==> src/rtl/gpio8_pkg.sv <==
package gpio8_pkg;

    localparam int unsigned REG_AW = 3;

    localparam logic [REG_AW-1:0] RA_DIR = 3'd0;
    localparam logic [REG_AW-1:0] RA_LAT = 3'd1;
    localparam logic [REG_AW-1:0] RA_PIN = 3'd2;
    localparam logic [REG_AW-1:0] RA_CFG = 3'd3;
    localparam logic [REG_AW-1:0] RA_SEG = 3'd4;

    localparam int unsigned CFG_PU_BIT = 0;
    localparam int unsigned CFG_OD_BIT = 1;

endpackage

==> src/rtl/gpio8_sync.sv <==
module gpio8_sync #(
    parameter int unsigned WIDTH  = 8,
    parameter int unsigned STAGES = 2
) (
    input  logic             clk_i,
    input  logic             rst_ni,
    input  logic [WIDTH-1:0] async_i,
    output logic [WIDTH-1:0] sync_o
);

    localparam int unsigned LAST = STAGES - 1;

    logic [WIDTH-1:0] chain_d [STAGES];
    logic [WIDTH-1:0] chain_q [STAGES];

    always_comb begin
        chain_d[0] = async_i;
        for (int k = 1; k < STAGES; k++) begin
            chain_d[k] = chain_q[k-1];
        end
    end

    for (genvar g = 0; g < STAGES; g++) begin : g_stage
        always_ff @(posedge clk_i) begin
            if (!rst_ni) chain_q[g] <= '0;
            else         chain_q[g] <= chain_d[g];
        end
    end

    assign sync_o = chain_q[LAST];

endmodule

==> src/rtl/gpio8_regs.sv <==
module gpio8_regs
    import gpio8_pkg::*;
#(
    parameter int unsigned WIDTH = 8
) (
    input  logic              clk_i,
    input  logic              rst_ni,
    input  logic [REG_AW-1:0] addr_i,
    input  logic              we_i,
    input  logic [WIDTH-1:0]  wdata_i,
    input  logic [WIDTH-1:0]  pin_sync_i,
    output logic [WIDTH-1:0]  dir_o,
    output logic [WIDTH-1:0]  lat_o,
    output logic [WIDTH-1:0]  seg_o,
    output logic              pu_en_o,
    output logic              od_en_o,
    output logic [WIDTH-1:0]  rdata_o
);

    typedef struct packed {
        logic [WIDTH-1:0] dir;
        logic [WIDTH-1:0] lat;
        logic [WIDTH-1:0] seg;
        logic             pu_en;
        logic             od_en;
        logic [WIDTH-1:0] rdata;
    } regs_t;

    regs_t s_d, s_q;

    always_comb begin
        s_d = s_q;

        // read path works on state before this cycle's write
        s_d.rdata = '0;
        unique case (addr_i)
            RA_DIR: s_d.rdata = s_q.dir;
            RA_LAT: s_d.rdata = s_q.lat;
            RA_PIN: s_d.rdata = pin_sync_i & ~s_q.seg;
            RA_CFG: begin
                s_d.rdata[CFG_PU_BIT] = s_q.pu_en;
                s_d.rdata[CFG_OD_BIT] = s_q.od_en;
            end
            RA_SEG: s_d.rdata = s_q.seg;
            default: s_d.rdata = '0;
        endcase

        if (we_i) begin
            unique case (addr_i)
                RA_DIR: s_d.dir = wdata_i;
                RA_LAT,
                RA_PIN: s_d.lat = wdata_i;
                RA_CFG: begin
                    s_d.pu_en = wdata_i[CFG_PU_BIT];
                    s_d.od_en = wdata_i[CFG_OD_BIT];
                end
                RA_SEG: s_d.seg = wdata_i;
                default: ;
            endcase
        end
    end

    always_ff @(posedge clk_i) begin
        if (!rst_ni) begin
            s_q.dir   <= '1;
            s_q.lat   <= '0;
            s_q.seg   <= '0;
            s_q.pu_en <= 1'b0;
            s_q.od_en <= 1'b0;
            s_q.rdata <= '0;
        end else begin
            s_q <= s_d;
        end
    end

    assign dir_o   = s_q.dir;
    assign lat_o   = s_q.lat;
    assign seg_o   = s_q.seg;
    assign pu_en_o = s_q.pu_en;
    assign od_en_o = s_q.od_en;
    assign rdata_o = s_q.rdata;

endmodule

==> src/rtl/gpio8_padmux.sv <==
module gpio8_padmux #(
    parameter int unsigned      WIDTH    = 8,
    parameter logic [WIDTH-1:0] SER_MASK = 8'h70
) (
    input  logic [WIDTH-1:0] dir_i,
    input  logic [WIDTH-1:0] lat_i,
    input  logic [WIDTH-1:0] seg_i,
    input  logic             pu_en_i,
    input  logic             od_en_i,
    input  logic             ser_active_i,
    input  logic [WIDTH-1:0] ser_do_i,
    output logic [WIDTH-1:0] out_o,
    output logic [WIDTH-1:0] oe_o,
    output logic [WIDTH-1:0] pu_o,
    output logic [WIDTH-1:0] od_o
);

    logic [WIDTH-1:0] val;
    logic [WIDTH-1:0] release_hi;

    always_comb begin
        val = lat_i;
        if (ser_active_i) begin
            val = (lat_i & ~SER_MASK) | (ser_do_i & SER_MASK);
        end
    end

    for (genvar i = 0; i < WIDTH; i++) begin : g_pin
        if (SER_MASK[i]) begin : g_ser
            assign od_o[i]       = od_en_i & ser_active_i;
            assign release_hi[i] = od_o[i] & val[i];
        end else begin : g_plain
            assign od_o[i]       = 1'b0;
            assign release_hi[i] = 1'b0;
        end
        assign oe_o[i] = ~dir_i[i] & ~seg_i[i] & ~release_hi[i];
        assign pu_o[i] = pu_en_i & dir_i[i] & ~seg_i[i];
    end

    assign out_o = val;

endmodule

==> src/rtl/gpio8_ctrl.sv <==
module gpio8_ctrl
    import gpio8_pkg::*;
#(
    parameter int unsigned      WIDTH    = 8,
    parameter logic [WIDTH-1:0] SER_MASK = 8'h70
) (
    input  logic              clk_i,
    input  logic              rst_ni,
    input  logic [REG_AW-1:0] bus_addr_i,
    input  logic              bus_we_i,
    input  logic [WIDTH-1:0]  bus_wdata_i,
    output logic [WIDTH-1:0]  bus_rdata_o,
    input  logic [WIDTH-1:0]  pad_in_i,
    input  logic              ser_active_i,
    input  logic [WIDTH-1:0]  ser_do_i,
    output logic [WIDTH-1:0]  pad_out_o,
    output logic [WIDTH-1:0]  pad_oe_o,
    output logic [WIDTH-1:0]  pad_pu_o,
    output logic [WIDTH-1:0]  pad_od_o,
    output logic [WIDTH-1:0]  pad_seg_o
);

    localparam int unsigned SYNC_STAGES = 2;

    logic [WIDTH-1:0] pin_sync;
    logic [WIDTH-1:0] dir_w;
    logic [WIDTH-1:0] lat_w;
    logic [WIDTH-1:0] seg_w;
    logic             pu_en_w;
    logic             od_en_w;

    gpio8_sync #(.WIDTH(WIDTH), .STAGES(SYNC_STAGES)) sync_i (
        .clk_i   (clk_i),
        .rst_ni  (rst_ni),
        .async_i (pad_in_i),
        .sync_o  (pin_sync)
    );

    gpio8_regs #(.WIDTH(WIDTH)) regs_i (
        .clk_i      (clk_i),
        .rst_ni     (rst_ni),
        .addr_i     (bus_addr_i),
        .we_i       (bus_we_i),
        .wdata_i    (bus_wdata_i),
        .pin_sync_i (pin_sync),
        .dir_o      (dir_w),
        .lat_o      (lat_w),
        .seg_o      (seg_w),
        .pu_en_o    (pu_en_w),
        .od_en_o    (od_en_w),
        .rdata_o    (bus_rdata_o)
    );

    gpio8_padmux #(.WIDTH(WIDTH), .SER_MASK(SER_MASK)) mux_i (
        .dir_i        (dir_w),
        .lat_i        (lat_w),
        .seg_i        (seg_w),
        .pu_en_i      (pu_en_w),
        .od_en_i      (od_en_w),
        .ser_active_i (ser_active_i),
        .ser_do_i     (ser_do_i),
        .out_o        (pad_out_o),
        .oe_o         (pad_oe_o),
        .pu_o         (pad_pu_o),
        .od_o         (pad_od_o)
    );

    assign pad_seg_o = seg_w;

endmodule

==> config.mk <==
export PLATFORM = sky130hd
export DESIGN_NAME = gpio8_ctrl
export DESIGN_NICKNAME = d
export VERILOG_FILES = /design/src/rtl/gpio8_pkg.sv /design/src/rtl/gpio8_sync.sv /design/src/rtl/gpio8_regs.sv /design/src/rtl/gpio8_padmux.sv /design/src/rtl/gpio8_ctrl.sv
export SDC_FILE = /design/constraint.sdc
export NUM_CORES = 1
export LEC_CHECK = 0
export BUFFER_PORTS_ARGS = -buffer_cell sky130_fd_sc_hd__buf_2
export CORE_ASPECT_RATIO = 0.9
export CORE_MARGIN = 5
export CORE_UTILIZATION = 25
export CTS_BUF_LIST = sky130_fd_sc_hd__clkbuf_8
export DETAILED_ROUTE_END_ITERATION = 6
export PLACE_DENSITY = 0.56
export SKIP_LAST_GASP = 1
export SLEW_MARGIN = 20
export SYNTH_ARGS = -nofsm -noshare
export SYNTH_HDL_FRONTEND = slang
export SYNTH_SLANG_ARGS = --single-unit
==> constraint.sdc <==
create_clock -name clk_i -period 1.3 [get_ports clk_i]
set_input_delay 0.26 -clock clk_i [delete_from_list [all_inputs] [get_ports clk_i]]
set_output_delay 0.26 -clock clk_i [all_outputs]
set_load 0.1 [all_outputs]
==> metrics.md, run 1 <==
| Metric | Value |
|---|---|
| Status | finished, violations left |
| Failing checks | negative setup slack |
| Post-synth EDFFs | 0 |
| Clock Skews | ~6.3 ps |
| Synth warnings | 0 |
| Nets | about 380 |
| Maximum VDD drop | 0.000396 V |
| Seq/Total Area, Yosys | 0.420 |
| Async set or reset register ratio after synthesis | 0 |
| CP Data Arrival Time | around 1300 ps |
| Post-synthesis mux area share | 0.0730 |
| Most frequent cells in the layout | buf_12, buf_4, dfxtp_1, buf_2, nand2_1 |
| Max Slew Vio Count | 0 |
| Die X | around 110 microns |
| Clock sink count | 50 |
| Commonest non-fill, non-tap cell in the layout | buf_12 |
| Tot GR Track Use | 0.120 |
| Row cnt | 33 |
| CP delay by family, top | flip-flops |
| Buffers on Ports | between 60 and 70 |
| Initial DRC count | just over 50 |
| Die area | about 0.012 sq mm |
| DRT antenna net count | 0 |
| Post-Syn Instances | about 250 |
| CP peak stage delay | ~340 ps |
| Clk buf depth | 2 |
| Starting Density | 0.259 |
| Count of cell types in the netlist | 38 |
| HP Class | in2reg |
| Post-route setup slack | -222 ps |
| Avg Cell Area, Syn | between 9 and 10 sq um |
| CP Max Fanout | 4 |
| Gpl congestion | roughly 0.81 |
| Post-DP HPWL | about 5.3 mm |
| Post-Synth XOR/XNOR Area | 0.0137 |
| Fillers | between 800 and 900 |
| Crit end category | primary output |
| R2R depth | 5 |
| Area Overhead vs Synth | 67.8% |
| Final setup violation count | 24 |
| Clock-pin slew on the worst setup and hold paths | around 90 ps |
| Gr ovfl total | 0 |
| Fin crit period | between 1500 and 2000 ps |
| Vias per inst | about 4.6 |
| Power Total | between 3 and 4 mW |
| Register bit count reported by yosys | 50 |
| Tcrit/Tclk final | 1.17 |
| Detailed-route via count | ~2100 |
| Final Routed Wirelength | between 7 and 8 mm |
| Wire per inst | ~15 microns |
| Worst Path Required | around 1000 ps |
| Hold depth | 2 |
| Slowest CP cell | dfxtp_2 |
| Core area | a little over 0.009 sq mm |
| Crit path kind | reg2out |
| Maxcap violations | 0 |
| Levels on crit path | 3 |
| Buffer and inverter count on the worst path | 1 |
| CTS tree | yes |
| I/O pins | between 70 and 80 |
| # H-tree levels | 2 |
| Adder-Cell Fraction of Synth Area | 0 |
| Fmax | roughly 660 MHz |
| Simple-gate share of the synthesized area | 0.291 |
| Final hold viol count | 0 |
| Die Y-Extent | just over 100 microns |
| Crit-path cells | and2_4, a211oi_4, buf_12 |
| Pwr/cell area | between 800 and 900 mW/mm^2 |
| Clk_lat worst skew | approximately 300 ps |
| Largest family of logic cells by synthesized area | simple AND/OR/NAND/NOR gates |
| Root Driver | clkbuf_8 |
| P_leak | approximately 1.6 nW |
| DRC violation count after routing | 0 |
| Startpoint Class | flop |
| Ys flop type | dfxtp_1 |
| Complex-gate fraction of the synthesized area | 0.116 |
| Largest net degree at the start of global routing | 28 |
| TritonRoute pass-1 iters | 6 |
| Share of cells above drive strength 1 | 0.481 |
| Worst Hold Slack | approximately 160 ps |
| RSZ-0062 raised after global routing | true |
| Antenna diodes | 0 |
| Mapped Area | between 0.002 and 0.0025 sq mm |
| Cts bufs inserted | 5 |
| Hold_buf cts | 0 |
| First-pass GRT wire length | ~11 mm |
| Antenna violations before repair | 0 |
| Vias in the first global route | 2119 |
-- path summary, 6_finish.rpt --
check                             from              endpoint  slack, ps
setup / recovery        regs_i.od_en_o           pad_oe_o[6]       -220
hold / removal             pad_in_i[7]  sync_i.chain_q[0][7]        160
setup reg to reg       regs_i.seg_o[3]     regs_i.rdata_o[3]         30
hold reg to reg   sync_i.chain_q[0][2]  sync_i.chain_q[1][2]        440
-- worst reg2reg max path, cell delays in order (launching register included) --
cell	delay, ps
dfxtp_4	350
buf_6	130
buf_4	130
nor4bb_1	280
nor2_1	80
a221oi_2	220
-- synthesized netlist by cell type (5+ instances only) --
master | count | area [sq um]
dfxtp_1 | 50 | 1000
nand2_1 | 20 | 75.1
and2_1 | 17 | 106
nand3_1 | 16 | 80.1
mux2i_1 | 14 | 140
nor2b_1 | 14 | 87.6
buf_4 | 13 | 97.6
o21ai_0 | 13 | 65.1
nor2_1 | 11 | 41.3
and3b_1 | 10 | 87.6
nand3b_1 | 10 | 75.1
a21boi_0 | 6 | 45.0
a21oi_1 | 6 | 30.0
clkbuf_1 | 6 | 22.5
buf_2 | 5 | 25.0
buf_6 | 5 | 56.3
-- routing by layer --
metal	global-route usage	share of wire	wire, microns
met5	0	0	0
met4	0.0231	0.0068	48
met3	0.0446	0.066	464
met2	0.207	0.49	3450
met1	0.146	0.44	3100
-- power by group --
part / leakage, nW / switching [mW] / total, mW / internal (mW)
logic: 1.16 / 0.597 / 0.966 / 0.369
clock network: 0.0524 / 0.507 / 0.929 / 0.423
registers: 0.415 / 0.0477 / 1.62 / 1.58
total: 1.62 / 1.15 / 3.52 / 2.37
-- state kept, by name, indices dropped and copies added (netlist names) --
| signal | cells |
|---|---|
| regs_i.dir_o | 8 |
| regs_i.rdata_o | 8 |
| sync_i.chain_q | 16 |
| regs_i.seg_o | 8 |
| regs_i.lat_o | 8 |
| regs_i.pu_en_o | 1 |
| regs_i.od_en_o | 1 |
-- cell families after synthesis --
kind of cell,Yosys count
AND/OR/NAND/NOR,112
flip-flops,50
AO/OA/AOI/OAI,41
buffers and inverters,29
multiplexers,17
XOR/XNOR,2
other,1
-- metrics by stage --
step | TNS [ps] | area, sq um | std cells | worst slack [ps] | util
2_1_floorplan | -1420 | 2540 | 256 | -446 | -
3_3_place_gp | -178 | 3680 | 443 | -27.0 | 0.400
3_5_place_dp | -444 | 3680 | 443 | -82.4 | 0.400
4_1_cts | -2680 | 3920 | 465 | -261 | 0.426
5_1_grt | -3560 | 4000 | 471 | -275 | 0.434
6_report | -2420 | 4000 | 471 | -222 | 0.434
-- area by class of cell --
| cell class | count | area, sq um | area share |
|---|---|---|---|
| clock inverters | 2 | 8.76 | 0.00219 |
| well taps | 122 | 153 | 0.0382 |
| flip-flops and latches | 50 | 1040 | 0.261 |
| repair buffers | 114 | 1380 | 0.346 |
| clock buffers | 6 | 82.6 | 0.0207 |
| multi-input cells | 177 | 1330 | 0.332 |
-- repair_timing --
| action | CTS | global route |
|---|---|---|
| gates cloned | 0 | 0 |
| buffers inserted | 14 | 6 |
| resized for setup | 18 | 5 |
| pin swaps | 2 | 5 |
| setup endpoints to repair | 17 | 23 |
(Power assumes the default switching activity.)
==> run 2, diff against run 1 <==
--- a/config.mk
+++ b/config.mk
@@ -5,15 +5,17 @@
 export SDC_FILE = /design/constraint.sdc
 export NUM_CORES = 1
 export LEC_CHECK = 0
-export BUFFER_PORTS_ARGS = -buffer_cell sky130_fd_sc_hd__buf_2
+export BUFFER_PORTS_ARGS = -buffer_cell sky130_fd_sc_hd__buf_4
 export CORE_ASPECT_RATIO = 0.9
 export CORE_MARGIN = 5
 export CORE_UTILIZATION = 25
 export CTS_BUF_LIST = sky130_fd_sc_hd__clkbuf_8
+export CTS_CLUSTER_SIZE = 24
 export DETAILED_ROUTE_END_ITERATION = 6
 export PLACE_DENSITY = 0.56
 export SKIP_LAST_GASP = 1
 export SLEW_MARGIN = 20
 export SYNTH_ARGS = -nofsm -noshare
 export SYNTH_HDL_FRONTEND = slang
+export SYNTH_HIERARCHICAL = 1
 export SYNTH_SLANG_ARGS = --single-unit
==> metrics.md, run 2 <==
| Metric | Value |
|---|---|
| Slowest CP cell | dfxtp_4 (was dfxtp_2) |
| CTS tree | yes (unchanged) |
| Most frequent cell after synthesis | dfxtp_1 (unchanged) |
| Nets | 368 (was 379) |
| TritonRoute pass-1 iters | 4 (was 6) |
| Maxcap violations | 0 (unchanged) |
| Final setup violation count | 21 (was 24) |
| Vias in the first global route | 2090 (was 2119) |
| Hold_buf cts | 0 (unchanged) |
| Pre-CTS worst setup slack | -160 ps (was -82.4 ps) |
| Maximum VDD drop | 0.000592 V (was 0.000396 V) |
| Worst Path Required | 1040 ps (about the same) |
| Crit-path cells | a311oi_4, buf_12 (was and2_4, a211oi_4, buf_12) |
| Psw | 1.16 mW (was 1.15 mW) |
| RSZ-0062 raised after global routing | true (unchanged) |
| CP peak stage delay | 400 ps (was 340 ps) |
| Fmax | 672 MHz (was 657 MHz) |
| Tot GR Track Use | 0.122 (was 0.120) |
| Placed Area | 0.00323 sq mm (was 0.00368 sq mm) |
| First-pass GRT wire length | 10.8 mm (was 10.9 mm) |
| Status | finished, violations left (unchanged) |
| I/O pins | 79 (unchanged) |
| Comb power frac | 0.256 (was 0.274) |
| Vias per inst | 4.33 (was 4.56) |
| CP delay by family, top | flip-flops (unchanged) |
| Wire per inst | 14.4 microns (was 15.0 microns) |
| Avg Cell Area, Syn | 9.61 sq um (was 9.45 sq um) |
| CP Data Arrival Time | 1230 ps (was 1260 ps) |
| Commonest non-fill, non-tap cell in the layout | buf_4 (was buf_12) |
| # H-tree levels | 2 (unchanged) |
| DRT antenna net count | 0 (unchanged) |
| Max Slew Vio Count | 0 (unchanged) |
| Clock-pin slew on the worst setup and hold paths | 100 ps (was 90 ps) |
| Synth warnings | 6 (was 0) |
| Startpoint Class | flop (unchanged) |
| Synth area leader | dfxtp_1 (unchanged) |
| Post-DP HPWL | 4.86 mm (was 5.27 mm) |
| Ys flop type | dfxtp_1 (unchanged) |
| Final Routed Wirelength | 6.62 mm (was 7.07 mm) |
| Net Sw Frac | 0.318 (was 0.327) |
| Antenna diodes | 0 (unchanged) |
| Root Driver | clkbuf_8 (unchanged) |
| Starting Density | 0.253 (was 0.259) |
| Detailed-route via count | 1993 (was 2149) |
| Row cnt | 33 (unchanged) |
| Clock sink count | 50 (unchanged) |
| Post-route setup slack | -188 ps (was -222 ps) |
| Largest register FFs | 16 (unchanged) |
| Reg power frac | 0.441 (was 0.462) |
| CP Max Fanout | 5 (was 4) |
| Count of cell types in the netlist | 35 (was 38) |
| Int Pwr | 2.50 mW (was 2.37 mW) |
| Final instance area | 0.00381 sq mm (was 0.00400 sq mm) |
| Share of cells above drive strength 1 | 0.530 (was 0.481) |
| Gpl congestion | 0.745 (was 0.811) |
| Clock Skews | 3.43 ps (was 6.31 ps) |
| Die Y-Extent | 101 microns (was 103 microns) |
| Antenna violations before repair | 0 (unchanged) |
| Pwr/cell area | 961 mW/mm^2 (was 881 mW/mm^2) |
| Seq/Total Area, Yosys | 0.440 (was 0.420) |
| P_leak | 1.61 nW (was 1.62 nW) |
| Fin crit period | 1490 ps (was 1520 ps) |
| Tcrit/Tclk final | 1.14 (was 1.17) |
| Final hold viol count | 0 (unchanged) |
| Clk_lat worst skew | 310 ps (was 300 ps) |
| HP Class | in2reg (unchanged) |
| Power Total | 3.66 mW (was 3.52 mW) |
| Mapped Area | 0.00228 sq mm (was 0.00238 sq mm) |
| Die X | 111 microns (was 113 microns) |
| Setup TNS | -2360 ps (was -2420 ps) |
| Largest net degree at the start of global routing | 46 (was 28) |
| Crit end category | primary output (unchanged) |
| Reg with most FFs | sync_i/chain_q (was sync_i.chain_q) |
| Most frequent cells after synthesis | dfxtp_1, nand2_1, mux2i_1 (was dfxtp_1, nand2_1, and2_1) |
| Gr ovfl total | 0 (unchanged) |
| Post-synth EDFFs | 0 (unchanged) |
| Area Overhead vs Synth | 67.4% (was 67.8%) |
| Yosys top cell area share | 0.440 (was 0.420) |
| Buffers on Ports | 68 (unchanged) |
| Initial DRC count | 79 (was 51) |
| Core area | 0.00900 sq mm (was 0.00921 sq mm) |
| Post-Syn Instances | 237 (was 252) |
| Top post-synthesis cells by area | dfxtp_1, mux2i_1, nand2_1 (was dfxtp_1, mux2i_1, and2_1) |
| Cts bufs inserted | 5 (unchanged) |
| Clk buf depth | 2 (unchanged) |
| Crit path kind | reg2out (unchanged) |
| Die area | 0.0111 sq mm (was 0.0116 sq mm) |
| Clock share of power | 0.304 (was 0.264) |
| Most frequent cells in the layout | buf_4, nand2_1, dfxtp_1, buf_12, mux2i_1 (was buf_12, buf_4, dfxtp_1, buf_2, nand2_1) |
| Failing checks | negative setup slack (unchanged) |
| Buffer and inverter count on the worst path | 1 (unchanged) |
| Worst R2R Setup Slack | 80 ps (was 30 ps) |
| Register bit count reported by yosys | 50 (unchanged) |
| Async set or reset register ratio after synthesis | 0 (unchanged) |
| DRC violation count after routing | 0 (unchanged) |
[run 2: changes by cell type after synthesis, moves of 4 or more]
cell      delta
o21ai_0     -13
a21oi_1      -4
nand2_1     +15
a21boi_0     -6
a22oi_1      +6
nor3b_1      +4
nand3b_1     -7
nand3_1      -8
nor2_1       +9
nor2b_1      -9
mux2i_1      +9
and2_2      +13
and2_1      -13
[run 2: final timing paths]
path                                            from                    to  depth (start not counted)
worst max-delay path                  regs_i/od_en_o           pad_oe_o[5]                          2
worst min-delay path                     pad_in_i[3]  sync_i/chain_q[0][3]                          2
worst max register to register        regs_i/pu_en_o     regs_i/rdata_o[0]                          5
worst min register to register  sync_i/chain_q[0][1]  sync_i/chain_q[1][1]                          1
[run 2: power by group through the flow]
stage	combinational, mW	sequential (mW)	clock, mW
4_1_cts	0.935	1.61	1.15
6_report	0.937	1.61	1.11
3_3_place_gp	0.840	1.65	0
2_1_floorplan	0.517	1.75	0
3_5_place_dp	0.847	1.65	0
5_1_grt	0.983	1.62	1.21
[run 2: what timing repair did]
| action | 4_1_cts | 5_1_grt |
|---|---|---|
| pin swaps | 6 | 6 |
| resized for setup | 85 | 10 |
| setup endpoints to repair | 26 | 27 |
| buffers inserted | 15 | 1 |
[run 2: layout make-up]
class,count,area (sq um)
Sequential cell,50,1050
Multi-Input combinational cell,164,1230
Clock inverter,3,45.0
Clock buffer,5,68.8
Timing Repair Buffer,115,1260
Fill cell,881,5190
Inverter,1,3.75
Tap cell,122,153
[run 2: cell families (layout without fill, tap and decap cells)]
logic type,count (synthesis),count (layout),synth area share
AND/OR/NAND/NOR,110,110,0.276
flip-flops,50,50,0.440
buffers and inverters,27,124,0.0824
multiplexers,26,26,0.121
AO/OA/AOI/OAI,22,22,0.0753
other,1,5,0.00165
XOR/XNOR,1,1,0.00385
[run 2: through the flow]
step / hold WS, ps / utilization / cells
finish: 167 / 0.424 / 460
global placement: 420 / 0.359 / 437
floorplan: 384 / - / 241
CTS: 152 / 0.420 / 460
global route: 152 / 0.424 / 460
detailed placement: 418 / 0.359 / 437
[run 2: metal layers]
layer	track usage	wire length, microns
met2	0.201	3210
met3	0.0330	329
met1	0.152	2960
met4	0.0455	121
met5	0	0
==> run 3, diff against run 2 <==
--- a/config.mk
+++ b/config.mk
@@ -5,7 +5,7 @@
 export SDC_FILE = /design/constraint.sdc
 export NUM_CORES = 1
 export LEC_CHECK = 0
-export BUFFER_PORTS_ARGS = -buffer_cell sky130_fd_sc_hd__buf_4
+export BUFFER_PORTS_ARGS = -buffer_cell sky130_fd_sc_hd__buf_2
 export CORE_ASPECT_RATIO = 0.9
 export CORE_MARGIN = 5
 export CORE_UTILIZATION = 25
==> metrics.md, run 3 (synthesis results as in run 2) <==
| Metric | Value |
|---|---|
| Hold depth | 2 (unchanged) |
| Post-DP HPWL | 4.91 mm (was 4.86 mm) |
| Hold path start | pad_in_i[5] (was pad_in_i[3]) |
| Die area | 0.0111 sq mm (unchanged) |
| Area Overhead vs Synth | 73.6% (was 67.4%) |
| RR Startpoint | regs_i/pu_en_o (unchanged) |
| Largest net degree at the start of global routing | 27 (was 46) |
| TritonRoute pass-1 iters | 4 (unchanged) |
| Failing checks | negative setup slack (unchanged) |
| Worst R2R Setup Slack | -40 ps (was 80 ps) |
| Status | finished, violations left (unchanged) |
| Clock-pin slew on the worst setup and hold paths | 90 ps (was 100 ps) |
| Wire per inst | 14.7 microns (was 14.4 microns) |
| Met3 Track Usage GR | 0.0354 (was 0.0330) |
| Crit path kind | reg2out (unchanged) |
| Tcrit/Tclk final | 1.11 (was 1.14) |
| Share of cells above drive strength 1 | 0.524 (was 0.530) |
| Tot GR Track Use | 0.120 (was 0.122) |
| M2 GR Usage | 0.207 (was 0.201) |
| Maxcap violations | 0 (unchanged) |
| Starting Density | 0.253 (unchanged) |
| Die Y-Extent | 101 microns (unchanged) |
| Root Driver | clkbuf_8 (unchanged) |
| Final instance area | 0.00395 sq mm (was 0.00381 sq mm) |
| P_leak | 1.62 nW (was 1.61 nW) |
| Antenna diodes | 0 (unchanged) |
| R2R depth | 6 (was 5) |
| Initial DRC count | 77 (was 79) |
| Final hold viol count | 0 (unchanged) |
| Fin crit period | 1440 ps (was 1490 ps) |
| Clk_lat worst skew | 300 ps (was 310 ps) |
| Gpl congestion | 0.782 (was 0.745) |
| CTS tree | yes (unchanged) |
| Gr ovfl total | 0 (unchanged) |
| I/O pins | 79 (unchanged) |
| Nets | 362 (was 368) |
| CP Data Arrival Time | 1180 ps (was 1230 ps) |
| Placed Area | 0.00360 sq mm (was 0.00323 sq mm) |
| HP Class | in2reg (unchanged) |
| RSZ-0062 raised after global routing | true (unchanged) |
| Final Routed Wirelength | 6.67 mm (was 6.62 mm) |
| DRT antenna net count | 0 (unchanged) |
| Worst Hold Slack | 168 ps (was 167 ps) |
| Post-route setup slack | -139 ps (was -188 ps) |
| Top Usage Layer GRT | met2 (unchanged) |
| Clk buf depth | 2 (unchanged) |
| Worst Path Required | 1040 ps (about the same) |
| Die X | 111 microns (unchanged) |
| First-pass GRT wire length | 10.6 mm (was 10.8 mm) |
| Vias in the first global route | 2079 (was 2090) |
| Fmax | 695 MHz (was 672 MHz) |
| Startpoint Class | flop (unchanged) |
| Final setup violation count | 22 (was 21) |
| Buffers on Ports | 68 (unchanged) |
| Core area | 0.00900 sq mm (unchanged) |
| Most frequent cells in the layout | buf_12, nand2_1, buf_4, dfxtp_1, buf_2 (was buf_4, nand2_1, dfxtp_1, buf_12, mux2i_1) |
| Cts bufs inserted | 5 (unchanged) |
| # H-tree levels | 2 (unchanged) |
| FF+latch area | 0.00106 sq mm (was 0.00105 sq mm) |
| Fillers | 892 (was 881) |
| Area occupied by multi-input gates | 0.00123 sq mm (about the same) |
| M1 GR Usage | 0.146 (was 0.152) |
| Reg2reg end | regs_i/rdata_o[0] (unchanged) |
| Reg with most FFs | sync_i/chain_q (unchanged) |
| DRC violation count after routing | 0 (unchanged) |
| CP Max Fanout | 3 (was 5) |
| Max Slew Vio Count | 0 (unchanged) |
| Antenna violations before repair | 0 (unchanged) |
| Pwr/cell area | 989 mW/mm^2 (was 961 mW/mm^2) |
| Worst Hold End | sync_i/chain_q[0][5] (was sync_i/chain_q[0][3]) |
| Clock sink count | 50 (unchanged) |
| Setup TNS | -2060 ps (was -2360 ps) |
| Detailed-route via count | 1984 (was 1993) |
| Largest register FFs | 16 (unchanged) |
| Row cnt | 33 (unchanged) |
| Crit end category | primary output (unchanged) |
| Clock Skews | 8.58 ps (was 3.43 ps) |
| Power Total | 3.91 mW (was 3.66 mW) |
| Hold_buf cts | 0 (unchanged) |
| Commonest non-fill, non-tap cell in the layout | buf_12 (was buf_4) |
| Maximum VDD drop | 0.000584 V (was 0.000592 V) |
| Vias per inst | 4.37 (was 4.33) |
run 3: area by class of cell:
cell class	count	area share
clock buffers	6	0.0209
clock inverters	2	0.0152
inverters	1	0.000949
multi-input cells	164	0.310
flip-flops and latches	50	0.267
well taps	122	0.0386
repair buffers	109	0.347
run 3: timing repair:
item,4_1_cts,5_1_grt
pin swaps,4,4
buffers inserted,15,3
gates resized for setup,18,6
endpoints found under the setup margin,17,21
run 3: per-layer routing:
layer,part of all wire,routed length (microns),vias up
li1,-,-,983
met1,0.44,2970,937
met2,0.49,3270,53
met3,0.046,310,11
met4,0.019,126,0
met5,0,0,-
run 3: metrics by stage:
stage | setup WS, ps | util | instances
global placement | -142 | 0.400 | 428
CTS | -151 | 0.433 | 451
floorplan | -344 | - | 241
detailed placement | -220 | 0.400 | 428
finish | -139 | 0.439 | 454
global route | -182 | 0.439 | 454
run 3: worst max-delay path by stage:
stage,from,endpoint,cells after the start
finish,regs_i/pu_en_o,pad_pu_o[5],3
global route,regs_i/dir_o[5],pad_oe_o[5],2
CTS,regs_i/dir_o[4],pad_oe_o[4],2
detailed placement,bus_addr_i[2],regs_i/rdata_o[2],5
global placement,bus_addr_i[2],regs_i/rdata_o[2],5
floorplan,regs_i/seg_o[5],pad_oe_o[5],1
run 3: critical path, cell delays in order (launching register included):
cell and delay (ps):
dfxtp_4 360, buf_4 140, and3b_2 210, buf_12 160
run 3: where the power goes:
group          switching (mW)  leakage (nW)  internal (mW)
logic                   0.582          1.13          0.368
registers              0.0516         0.416           1.57
clock network           0.514        0.0714          0.821
total                    1.15          1.62           2.76
